===== config.mk =====
export PLATFORM = sky130hd
export DESIGN_NAME = byte_stack_unit
export DESIGN_NICKNAME = d
export VERILOG_FILES = /design/src/rtl/byte_stack_pkg.sv /design/src/rtl/stack_req_arbiter.sv /design/src/rtl/stack_ptr_reg.sv /design/src/rtl/stack_ram.sv /design/src/rtl/byte_stack_unit.sv
export SDC_FILE = /design/constraint.sdc
export NUM_CORES = 2
export LEC_CHECK = 0
export ABC_AREA = 1
export BUFFER_PORTS_ARGS = -buffer_cell sky130_fd_sc_hd__buf_2
export CAP_MARGIN = 20
export CORE_ASPECT_RATIO = 2
export CORE_MARGIN = 4
export CORE_UTILIZATION = 60
export CTS_BUF_LIST = sky130_fd_sc_hd__clkbuf_16
export DETAILED_ROUTE_END_ITERATION = 7
export PLACE_DENSITY = 0.76
export SETUP_SLACK_MARGIN = 0.15
export SYNTH_ARGS = -nofsm -noshare
export SYNTH_HDL_FRONTEND = slang
export SYNTH_SLANG_ARGS = --single-unit

===== constraint.sdc =====
create_clock -name clk_i -period 4.37 [get_ports clk_i]
set_input_delay 0.874 -clock clk_i [delete_from_list [all_inputs] [get_ports clk_i]]
set_output_delay 0.874 -clock clk_i [all_outputs]
set_load 0.01 [all_outputs]

===== src/rtl/byte_stack_pkg.sv =====
package byte_stack_pkg;
  typedef enum logic [2:0] {
    OP_IDLE  = 3'd0,
    OP_PUSH  = 3'd1,
    OP_POP   = 3'd2,
    OP_LOAD  = 3'd3,
    OP_CLASH = 3'd4
  } stack_op_e;
endpackage


===== src/rtl/stack_req_arbiter.sv =====
module stack_req_arbiter
  import byte_stack_pkg::*;
(
  input  logic      clk_i,
  input  logic      rst_ni,
  input  logic      push_i,
  input  logic      pop_i,
  input  logic      load_i,
  output stack_op_e op_o,
  output logic      busy_o
);
  logic rd_pend_q;

  always_comb begin
    op_o = OP_IDLE;
    if (load_i)                  op_o = OP_LOAD;
    else if (rd_pend_q)          op_o = OP_IDLE;
    else if (push_i && pop_i)    op_o = OP_CLASH;
    else if (push_i)             op_o = OP_PUSH;
    else if (pop_i)              op_o = OP_POP;
  end

  always_ff @(posedge clk_i or negedge rst_ni) begin
    if (!rst_ni) rd_pend_q <= 1'b0;
    else         rd_pend_q <= (op_o == OP_POP);
  end

  assign busy_o = rd_pend_q;

  AST_NO_REQ_WHEN_BUSY: assert property (@(posedge clk_i) disable iff (!rst_ni)
    busy_o |-> (op_o != OP_PUSH && op_o != OP_POP));
  AST_BUSY_AFTER_POP: assert property (@(posedge clk_i) disable iff (!rst_ni)
    (op_o == OP_POP) |=> busy_o);
endmodule


===== src/rtl/stack_ptr_reg.sv =====
module stack_ptr_reg
  import byte_stack_pkg::*;
#(
  parameter int unsigned PTR_W     = 8,
  parameter logic [PTR_W-1:0] RESET_PTR = 8'h07
) (
  input  logic             clk_i,
  input  logic             rst_ni,
  input  stack_op_e        op_i,
  input  logic [PTR_W-1:0] load_val_i,
  output logic [PTR_W-1:0] sp_o,
  output logic [PTR_W-1:0] sp_inc_o,
  output logic             ovf_o,
  output logic             unf_o,
  output logic             clash_o
);
  localparam logic [PTR_W-1:0] PTR_MAX = {PTR_W{1'b1}};

  logic [PTR_W-1:0] sp_q, sp_dec;
  logic ovf_q, unf_q, clash_q;

  assign sp_inc_o = sp_q + 1'b1;
  assign sp_dec   = sp_q - 1'b1;

  always_ff @(posedge clk_i or negedge rst_ni) begin
    if (!rst_ni) begin
      sp_q    <= RESET_PTR;
      ovf_q   <= 1'b0;
      unf_q   <= 1'b0;
      clash_q <= 1'b0;
    end else begin
      unique case (op_i)
        OP_LOAD: begin
          sp_q    <= load_val_i;
          ovf_q   <= 1'b0;
          unf_q   <= 1'b0;
          clash_q <= 1'b0;
        end
        OP_PUSH: begin
          sp_q <= sp_inc_o;
          if (sp_q == PTR_MAX) ovf_q <= 1'b1;
        end
        OP_POP: begin
          sp_q <= sp_dec;
          if (sp_q == '0) unf_q <= 1'b1;
        end
        OP_CLASH: clash_q <= 1'b1;
        default: ;
      endcase
    end
  end

  assign sp_o    = sp_q;
  assign ovf_o   = ovf_q;
  assign unf_o   = unf_q;
  assign clash_o = clash_q;

  AST_PUSH_STEP_UP: assert property (@(posedge clk_i) disable iff (!rst_ni)
    (op_i == OP_PUSH) |=> sp_o == PTR_W'($past(sp_o) + 1'b1));
  AST_POP_STEP_DOWN: assert property (@(posedge clk_i) disable iff (!rst_ni)
    (op_i == OP_POP) |=> sp_o == PTR_W'($past(sp_o) - 1'b1));
  AST_CLASH_HOLDS: assert property (@(posedge clk_i) disable iff (!rst_ni)
    (op_i == OP_CLASH) |=> (clash_o && $stable(sp_o)));
  AST_NO_OVERFLOW_MISSED: assert property (@(posedge clk_i) disable iff (!rst_ni)
    (op_i == OP_PUSH && sp_o == PTR_MAX) |=> (ovf_o && sp_o == '0));
  AST_NO_UNDERFLOW_MISSED: assert property (@(posedge clk_i) disable iff (!rst_ni)
    (op_i == OP_POP && sp_o == '0) |=> (unf_o && sp_o == PTR_MAX));
endmodule


===== src/rtl/stack_ram.sv =====
module stack_ram #(
  parameter int unsigned DEPTH  = 256,
  parameter int unsigned DATA_W = 8,
  localparam int unsigned ADDR_W = $clog2(DEPTH)
) (
  input  logic              clk_i,
  input  logic              we_i,
  input  logic              re_i,
  input  logic [ADDR_W-1:0] addr_i,
  input  logic [DATA_W-1:0] wdata_i,
  output logic [DATA_W-1:0] rdata_o
);
  logic [DATA_W-1:0] mem_q [DEPTH];
  logic [DATA_W-1:0] rdata_q;

  always_ff @(posedge clk_i) begin
    if (we_i) mem_q[addr_i] <= wdata_i;
    if (re_i) rdata_q <= mem_q[addr_i];
  end

  assign rdata_o = rdata_q;

  always_comb if (we_i) assert (!re_i); // single port: one access per cycle
endmodule


===== src/rtl/byte_stack_unit.sv =====
module byte_stack_unit
  import byte_stack_pkg::*;
#(
  parameter int unsigned PTR_W     = 8,
  parameter int unsigned DATA_W    = 8,
  parameter int unsigned RAM_DEPTH = 256,
  parameter logic [PTR_W-1:0] RESET_PTR = 8'h07
) (
  input  logic              clk_i,
  input  logic              rst_ni,
  input  logic              push_i,
  input  logic              pop_i,
  input  logic [DATA_W-1:0] push_data_i,
  input  logic              load_i,
  input  logic [PTR_W-1:0]  load_val_i,
  output logic [DATA_W-1:0] pop_data_o,
  output logic              pop_valid_o,
  output logic              busy_o,
  output logic [PTR_W-1:0]  sp_o,
  output logic              ovf_o,
  output logic              unf_o,
  output logic              clash_o
);
  localparam int unsigned ADDR_W = $clog2(RAM_DEPTH);

  stack_op_e        op;
  logic [PTR_W-1:0] sp_cur, sp_inc, ram_ptr;
  logic             busy;

  stack_req_arbiter u_arb (
    .clk_i  (clk_i),
    .rst_ni (rst_ni),
    .push_i (push_i),
    .pop_i  (pop_i),
    .load_i (load_i),
    .op_o   (op),
    .busy_o (busy)
  );

  stack_ptr_reg #(.PTR_W(PTR_W), .RESET_PTR(RESET_PTR)) u_ptr (
    .clk_i      (clk_i),
    .rst_ni     (rst_ni),
    .op_i       (op),
    .load_val_i (load_val_i),
    .sp_o       (sp_cur),
    .sp_inc_o   (sp_inc),
    .ovf_o      (ovf_o),
    .unf_o      (unf_o),
    .clash_o    (clash_o)
  );

  // pre-increment on push, current pointer on pop
  assign ram_ptr = (op == OP_PUSH) ? sp_inc : sp_cur;

  stack_ram #(.DEPTH(RAM_DEPTH), .DATA_W(DATA_W)) u_ram (
    .clk_i   (clk_i),
    .we_i    (op == OP_PUSH),
    .re_i    (op == OP_POP),
    .addr_i  (ram_ptr[ADDR_W-1:0]),
    .wdata_i (push_data_i),
    .rdata_o (pop_data_o)
  );

  assign pop_valid_o = busy;
  assign busy_o      = busy;
  assign sp_o        = sp_cur;

  AST_VALID_AFTER_POP: assert property (@(posedge clk_i) disable iff (!rst_ni)
    (pop_i && !push_i && !load_i && !busy_o) |=> pop_valid_o);
  AST_VALID_ONE_CYCLE: assert property (@(posedge clk_i) disable iff (!rst_ni)
    pop_valid_o |=> !pop_valid_o);
  AST_LOAD_WINS: assert property (@(posedge clk_i) disable iff (!rst_ni)
    load_i |=> (sp_o == $past(load_val_i) && !ovf_o && !unf_o && !clash_o));
endmodule


==> flow_summary.yaml <==
place:
  dp_hpwl_mm: 154
  port_buffers: 41
  gp_congestion: 0.958
  pre_cts_ws_ns: 0.178
pwr:
  powerDensity_nw_per_um2: 465
  p_leak_nw: 41.3
  peakVddDrop_mv: 0.405
sta:
  tns_ns: 0
  clock-skew-final_ns: 0.0513
  period_share_pct: 90.4
  finalMaxSlewViolations: 0
  rsz0062_at_grt: "no"
  tightest_slew_ns: 1.03
  period_needed_ns: 3.95
  setup_slack_ns: 0.418
  max_freq_mhz: 253
  hold_viol: 0
  finalSetupViolCount: 0
  slew_headroom_pct: 30.7
floorplanning:
  core_area_um2: 147000
  dieArea_um2: 155000
  die_w_um: 280
  ioPinCount: 42
  die_h_um: 553
  initial_utilization_pct: 60.5
  num_rows: 199
synth:
  netlist_area_um2: 89000
  ys_seq_area_share_pct: 69.7
  synthDistinctLibCells: 32
  avgSynthCellArea_um2: 9.84
  synth_fa_ha_area_share_pct: 0.0562
  synthArstFlopShare_pct: 0.580
  ys.flop_type: "edfxtp_1"
  synth_top_family_by_area: "simple AND/OR/NAND/NOR gates"
  synth-edff-count: 2056
  muxShareOfSynthArea_pct: 0
  netlist_instances: 9051
  ys_ff_latch: 2068
  synthesis.nets: 9076
  synth_warnings: 0
  synth_compound_area_share_pct: 0.222
  synthXorXnorAreaFrac_pct: 0.00984
  yosys.area_share.simple_pct: 27.5
cells_and_area:
  drive_above_1_share_pct: 6.97
  syn2layout_area_growth_pct: 10.5
  n_fill_cell: 10618
  fin_nets: 9089
  final_util_pct: 66.8
detailed_routing:
  drt_first_pass_iters: 6
  num_vias: 63403
  drtIter0Drc: 6897
  routed_via_density: 5.71
  postRouteAntennaNets: 0
  totalWireLength_mm: 246
  wl_per_cell_um: 22.2
  drc: 0
critical_path:
  worst_path_max_delay_cell: "nor2_1"
  reg2reg_slack_ns: 0.42
  worst_ep_arrival_time_ns: 4.37
  cp_num_buf_inv: 3
  critPathMaxStageDelay_ns: 0.80
  required_ns: 4.79
  worstPathMaxFanout: 16
  startpoint_type: "flip-flop"
  critPathCaptureType: "flip-flop"
  cp_top_family: "simple AND/OR/NAND/NOR gates"
  critical_path_class: "flip-flop to flip-flop"
  crit_path_cell_trace: "ha_1 -> nand4_1 -> nor2_1 -> nand2_1 -> nand3_1 -> o21ai_1 -> buf_4 -> inv_1 -> nand2_2 -> inv_2 -> nand2_2 -> nor2_1"
run:
  maxCapViolCount: 0
global_route:
  grt_pass1_vias: 62543
  grt_use_met3_pct: 3.99
  grt_overflow: 0
  grt_max_degree: 109
  gr-usage-met1_pct: 36.0
  use_met2_pct: 54.4
  grt_util_all_layers_pct: 31.4
  busiest_layer: "met2"
  grt_antenna_before_repair: 5
  grt_pass1_wl_mm: 366
cts:
  cts-resized-gates: 0
  post_cts_buffers: 0
  cts-root-buf: "clkbuf_16"
  cts-buffers-inserted: 177
  cts.sinks: 2068
  cts_tree: "built"
  htree_levels: 4
  ctsHoldBuffers: 1
  clk_latency_ns: 0.82
  cts_buffer_depth: 4
  clk_pin_slew_ns: 0.07
min_path:
  min-delay-path-class: "primary input to flip-flop"
status:
  status: "completed"
-- Yosys cell counts (3+ instances only) --
| cell type | number | area, um2 |
|---|---|---|
| a21oi_1 | 4 | 20.0 |
| a41oi_1 | 3 | 26.3 |
| buf_1 | 40 | 150 |
| buf_2 | 159 | 796 |
| buf_4 | 3 | 22.5 |
| buf_6 | 3 | 33.8 |
| clkbuf_1 | 294 | 1100 |
| dfrtp_1 | 9 | 225 |
| dfstp_2 | 3 | 78.8 |
| edfxtp_1 | 2056 | 61700 |
| ha_1 | 4 | 50.1 |
| inv_1 | 22 | 82.6 |
| inv_2 | 8 | 30.0 |
| nand2_1 | 5789 | 21700 |
| nand2_2 | 18 | 113 |
| nand3_1 | 242 | 1210 |
| nor2_1 | 358 | 1340 |
| nor2_2 | 4 | 25.0 |
| nor2_4 | 3 | 33.8 |
| o21ai_0 | 12 | 60.1 |
| o21ai_2 | 4 | 35.0 |
-- area by class of cell --
cell class                 count  area, um2  share of cell area [%]
antenna                        3       7.51                 0.00763
clock buffer                 181       4530                    4.60
clock inverter               124        923                   0.939
inverter                      30        130                   0.132
multi-input combinational   6454      24900                    25.3
sequential                  2068      62000                    63.1
tap                         1909       2390                    2.43
timing repair buffer         333       3440                    3.50
-- power by group --
group          leakage, nW  internal, mW  switching [mW]
Sequential            18.6          21.8          0.0464
Clock                 2.79          8.23            6.92
Combinational         19.9          2.37            6.34
Total                 41.3          32.4            13.3
-- cells in the final DEF (no fill, tap or decap), drive strengths merged --
cell         netlist  final
bufinv             0     12
ha                 4      4
nor2             365    365
o21ai             17     17
dlygate4sd3        0      1
dfrtp              9      9
nand4              2      2
o31ai              1      1
nor3               2      2
a21oi              6      6
nand2           5807   5807
diode              0      3
a32o               1      1
clkbuf           294    181
o2111ai            1      1
nand3            244    244
xor2               1      1
buf              205    332
clkinv             0     59
dfstp              3      3
inv               30     74
edfxtp          2056   2056
a41oi              3      3
clkinvlp           0      9
-- routing by layer --
layer	vias up	wire, um
met5	-	0
met4	0	20700
met3	936	20600
met2	3523	124000
met1	29697	81200
li1	29247	-
-- worst paths after layout --
path,end,depth (start not counted),from
max in group asynchronous,u_ptr.sp_o[1],2,rst_ni
min in group asynchronous,u_ptr.sp_o[6],2,rst_ni
min reg2reg,u_ptr.unf_o,2,u_ptr.unf_o
max reg2reg,u_ram.mem_q[140][0],12,u_ptr.sp_o[1]
min,u_arb.busy_o,2,load_i
max,u_ram.mem_q[140][0],12,u_ptr.sp_o[1]
-- cell families after synthesis --
logic type               after synthesis
buffers and inverters                529
adder cells (fa/ha/maj)                4
XOR/XNOR                               1
AO/OA/AOI/OAI                         29
flip-flops                          2068
AND/OR/NAND/NOR                     6420
-- sequential cells by signal (all words and copies together) (netlist names) --
name and cells:
u_arb.busy_o 1, u_ptr.clash_o 1, u_ptr.ovf_o 1, u_ptr.sp_o 8, u_ptr.unf_o 1, u_ram.mem_q 2048, u_ram.rdata_o 8
-- stage by stage --
| step | instances | hold slack [ns] | cell area, um2 | total power, mW |
|---|---|---|---|---|
| 2_1_floorplan | 9051 | 0.516 | 89000 | 27.5 |
| 3_3_place_gp | 10793 | 0.469 | 92900 | 30.7 |
| 3_5_place_dp | 10793 | 0.468 | 92900 | 30.8 |
| 4_1_cts | 11099 | 0.281 | 98400 | 45.7 |
| 5_1_grt | 11100 | 0.325 | 98400 | 47.4 |
| 6_report | 11102 | 0.332 | 98400 | 45.8 |
Power figures use the tool's default switching activity.
